## config.mk

```make
export PLATFORM = sky130hd
export DESIGN_NAME = mod3_scan_counter
export DESIGN_NICKNAME = d
export VERILOG_FILES = /design/src/rtl/mod3_scan_pkg.sv /design/src/rtl/mod3_next_state.sv /design/src/rtl/scan_dff.sv /design/src/rtl/mod3_scan_counter.sv
export SDC_FILE = /design/constraint.sdc
export NUM_CORES = 1
export LEC_CHECK = 0
export BUFFER_PORTS_ARGS = -buffer_cell sky130_fd_sc_hd__buf_2
export CORE_AREA = 2 2 39 41
export DETAILED_ROUTE_END_ITERATION = 16
export DIE_AREA = 0 0 41 43
export GPL_TIMING_DRIVEN = 0
export PLACE_DENSITY = 0.3
export SYNTH_ARGS = -nofsm -noshare
export SYNTH_HDL_FRONTEND = slang
export SYNTH_SLANG_ARGS = --single-unit
```

## constraint.sdc

```tcl
create_clock -name clk -period 1.1 [get_ports clk]
set_input_delay 0.165 -clock clk [delete_from_list [all_inputs] [get_ports clk]]
set_output_delay 0.165 -clock clk [all_outputs]
set_load 0.01 [all_outputs]
```

## src/rtl/mod3_scan_pkg.sv

```systemverilog
package mod3_scan_pkg;
  localparam int STATE_W = 2;
  typedef logic [STATE_W-1:0] state_t;
  localparam state_t ST_ZERO   = 2'b00;
  localparam state_t ST_ONE    = 2'b01;
  localparam state_t ST_TWO    = 2'b10;
  localparam state_t ST_UNUSED = 2'b11;
endpackage

```

## src/rtl/mod3_next_state.sv

```systemverilog
module mod3_next_state
  import mod3_scan_pkg::*;
(
  input  state_t cur,
  input  logic   clr,
  input  logic   cnt_en,
  output state_t nxt
);
  always_comb begin
    if (clr || cur == ST_UNUSED) begin
      nxt = ST_ZERO;
    end else if (cnt_en) begin
      case (cur)
        ST_ZERO: nxt = ST_ONE;
        ST_ONE:  nxt = ST_TWO;
        default: nxt = ST_ZERO;
      endcase
    end else begin
      nxt = cur;
    end
  end
endmodule

```

## src/rtl/scan_dff.sv

```systemverilog
module scan_dff #(
  parameter logic RESET_VAL = 1'b0
) (
  input  logic clk,
  input  logic rst,
  input  logic test_ctl,
  input  logic d_func,
  input  logic d_scan,
  output logic d_sel,
  output logic q
);
  // test_ctl high picks the functional input, low picks the shift path
  assign d_sel = test_ctl ? d_func : d_scan;

  always_ff @(posedge clk) begin
    if (rst) q <= RESET_VAL;
    else     q <= d_sel;
  end
endmodule

```

## src/rtl/mod3_scan_counter.sv

```systemverilog
module mod3_scan_counter
  import mod3_scan_pkg::*;
(
  input  logic clk,
  input  logic rst,
  input  logic clr,
  input  logic cnt_en,
  input  logic test_ctl,
  input  logic scan_in,
  output logic term,
  output logic scan_out
);
  localparam int LAST = STATE_W - 1;

  state_t state_q;
  state_t func_nxt;
  state_t sel_nxt;
  logic   term_q;

  mod3_next_state u_next (
    .cur    (state_q),
    .clr    (clr),
    .cnt_en (cnt_en),
    .nxt    (func_nxt)
  );

  for (genvar i = 0; i < STATE_W; i++) begin : g_chain
    logic d_scan;
    if (i == LAST) begin : g_head
      assign d_scan = scan_in;
    end else begin : g_link
      assign d_scan = state_q[i+1];
    end
    scan_dff #(.RESET_VAL(ST_ZERO[i])) u_cell (
      .clk      (clk),
      .rst      (rst),
      .test_ctl (test_ctl),
      .d_func   (func_nxt[i]),
      .d_scan   (d_scan),
      .d_sel    (sel_nxt[i]),
      .q        (state_q[i])
    );
  end

  // flag decoded from the value the chain is about to take
  always_ff @(posedge clk) begin
    if (rst) term_q <= 1'b0;
    else     term_q <= (sel_nxt == ST_TWO);
  end

  assign term     = term_q;
  assign scan_out = state_q[0];
endmodule

```

==> reports/metrics.cfg <==
[cts]
clock-sinks=3
cts_made_buffers=3
cts_setup_buffers=0
cts.htree.levels=1
clk_latency_ps=230
ctsLongestPathBuffers=2
cts_tree=done
path_clk_slew_ps=40
ctsRootBufferMaster=clkbuf_4

[yosys]
syn-num-nets=21
ys_types=13
synth_xor_area_share_pct=6.19
yosysMostFrequentCell=dfxtp_1
synth-main-ff-cell=dfxtp_1
ys_seq_elements=3
yosysSeqAreaShare_pct=42.5
synth.avg_cell_area_um2=9.43
synth_top_area_share_pct=42.5
syn_area_um2=141
synth_top_family_by_area=simple AND/OR/NAND/NOR gates
synth-simple-area-share_pct=31.9
synth_edf_count=0
synth_fa_ha_area_share_pct=0
yosys-top-cells-area=dfxtp_1 42%, and3b_1 6.2%, or3b_1 6.2%, xnor2_1 6.2%, a211oi_1 5.3%
yosys.area.top_type=dfxtp_1
syn_inst=15
synth_compound_area_share_pct=16.8
synthMuxAreaShare_pct=0
synth_warnings=0
synthArstFlopShare_pct=0

[placed_design]
place_area_um2=196
place_hpwl_um=301
port_buffers=7
pre_cts_slack_ps=4.97
dp_cells=38
gp_congestion=0.578

[global_route]
grt_antenna_before_repair=0
gr-total-overflow=0
grt_pass1_wl_um=586
first_global_vias=175
grt_start_max_net_pins=5
grt_usage_pct=5.81

[die]
rows=14
die_w_um=41
coreArea_mm2=0.00138
die_h_um=43
dieArea_mm2=0.00176
start_util_pct=10.2
pin_count=8

[worst_hold_path]
hold_path_depth=2
min_from=rst
hp-class=input pin to flop
min_to=g_chain[1].u_cell.q$_SDFF_PP0_

[worst_setup_path]
reg2reg_slack_ps=70
crit_fanout=4
rr_worst_depth=3
cp-end-kind=flop
start_kind=flop
path_class=flop to flop
critPathArrivalTime_ps=1200
required_ps=1270
r2r_start=g_chain[1].u_cell.q$_SDFF_PP0_
reg2reg_to=g_chain[0].u_cell.q$_SDFF_PP0_

[sta]
tns_ps=0
slew_viol_final=0
maxClockFrequency_mhz=969
period_needed_ps=1030
setup-violations-final=0
worst_slack_ps=68.2
holdWs_ps=119
tightest_slew_ps=184
finClkSkew_ps=3.04
min_period_over_period_pct=93.8
rsz0062_at_grt=no
finalHoldViolations=0
slew-limit-headroom_pct=87.7

[layout]
insertedDiodeCount=0
drive_gt1_share_pct=42.3
finalCoreUtilization_pct=16.5
final_nets=33
area_growth_pct=61.9
final_cells=42
multi_input_area_um2=83.8
n_fill_cell=165
regArea_um2=60.1
fin_area_um2=229

[power]
comb_power_share_pct=11.1
power_switching_mw=0.0725
pwr-share-seq_pct=34.4
power_mw=0.344
vdd_ir_drop_max_mv=0.282
cellPowerDensity_mw_per_mm2=1500
p_sw_share_pct=21.1
intPower_mw=0.271
clockPowerShare_pct=54.5
p_leak_nw=0.101

[detailed_routing]
viasPerCell=3.48
dr.pass1.iters=1
num_vias=146
drt-initial-drc-count=0
wl_um=350
wire_per_inst_um=8.33
drcViolationCount=0
antenna_left=0

[job]
cap_violations=0

[outcome]
outcome=complete, no violations

-- worst max path at each step --
stage | cells past startpoint | slack (ps) | endpoint | startpoint
final | 3 | 70 | g_chain[0].u_cell.q$_SDFF_PP0_ | g_chain[1].u_cell.q$_SDFF_PP0_
after global routing | 3 | 20 | g_chain[0].u_cell.q$_SDFF_PP0_ | g_chain[1].u_cell.q$_SDFF_PP0_
after CTS | 3 | 40 | g_chain[0].u_cell.q$_SDFF_PP0_ | g_chain[1].u_cell.q$_SDFF_PP0_
after detailed placement | 3 | 5 | g_chain[0].u_cell.q$_SDFF_PP0_ | g_chain[1].u_cell.q$_SDFF_PP0_
after global placement | 3 | 50 | term$_SDFF_PP0_ | g_chain[1].u_cell.q$_SDFF_PP0_
after floorplan | 3 | 130 | term$_SDFF_PP0_ | g_chain[1].u_cell.q$_SDFF_PP0_
-- cells in the final DEF (no fill, tap or decap) --
cell,synthesis,final
a211oi_1,1,1
dfxtp_1,3,3
o21ai_1,0,1
clkbuf_4,0,3
nand2b_1,1,1
clkbuf_1,0,1
xnor2_1,1,1
buf_2,0,7
and3b_1,1,1
and2b_1,1,1
nor2b_1,1,1
nor3b_1,1,1
inv_1,1,1
or3b_1,1,1
a21oi_1,1,1
o22ai_2,0,1
-- critical path: stages, from the launching register on --
cell     delay, ps
dfxtp_1        320
or3b_1         390
o22ai_2        120
and2b_1        140
-- routing by layer --
layer | track usage (%) | part of all wire [%] | wire length (um) | vias up
li1 | - | - | - | 74
met4 | 8.00 | 0 | 0 | 0
met2 | 10.6 | 77 | 270 | 0
met5 | 0 | 0 | 0 | -
met1 | 1.92 | 23 | 79 | 72
met3 | 3.14 | 0 | 0 | 0
-- power groups by stage --
stage / logic, mW / registers, mW / clock network (mW)
floorplan: 0.0157 / 0.121 / 0
global placement: 0.0340 / 0.120 / 0
detailed placement: 0.0358 / 0.120 / 0
CTS: 0.0388 / 0.119 / 0.195
global route: 0.0423 / 0.119 / 0.205
finish: 0.0381 / 0.118 / 0.187
-- registers in the layout, indices dropped and copies added, names as in the netlist --
signal,count
g_chain.u_cell.q,2
term,1
-- cell type report --
cell class	instances	area share [%]
timing repair buffer	7	15.3
sequential	3	26.2
inverter	1	1.64
multi-input combinational	11	36.6
clock buffer	4	11.5
tap	16	8.74
-- logic make-up (layout without fill, tap and decap cells) --
kind of cell / after synthesis / count (layout)
AOI/OAI and AO/OA: 4 / 4
xor gates and xnor gates: 1 / 1
buffers and inverters: 1 / 12
DFF: 3 / 3
and+or+nand+nor: 6 / 6
-- what timing repair did --
item | CTS | global route
setup endpoints to repair | 1 | 1
gates resized for setup | 1 | 1
hold buffers | 0 | 0
Note: power is estimated with default switching activity, not from simulation.
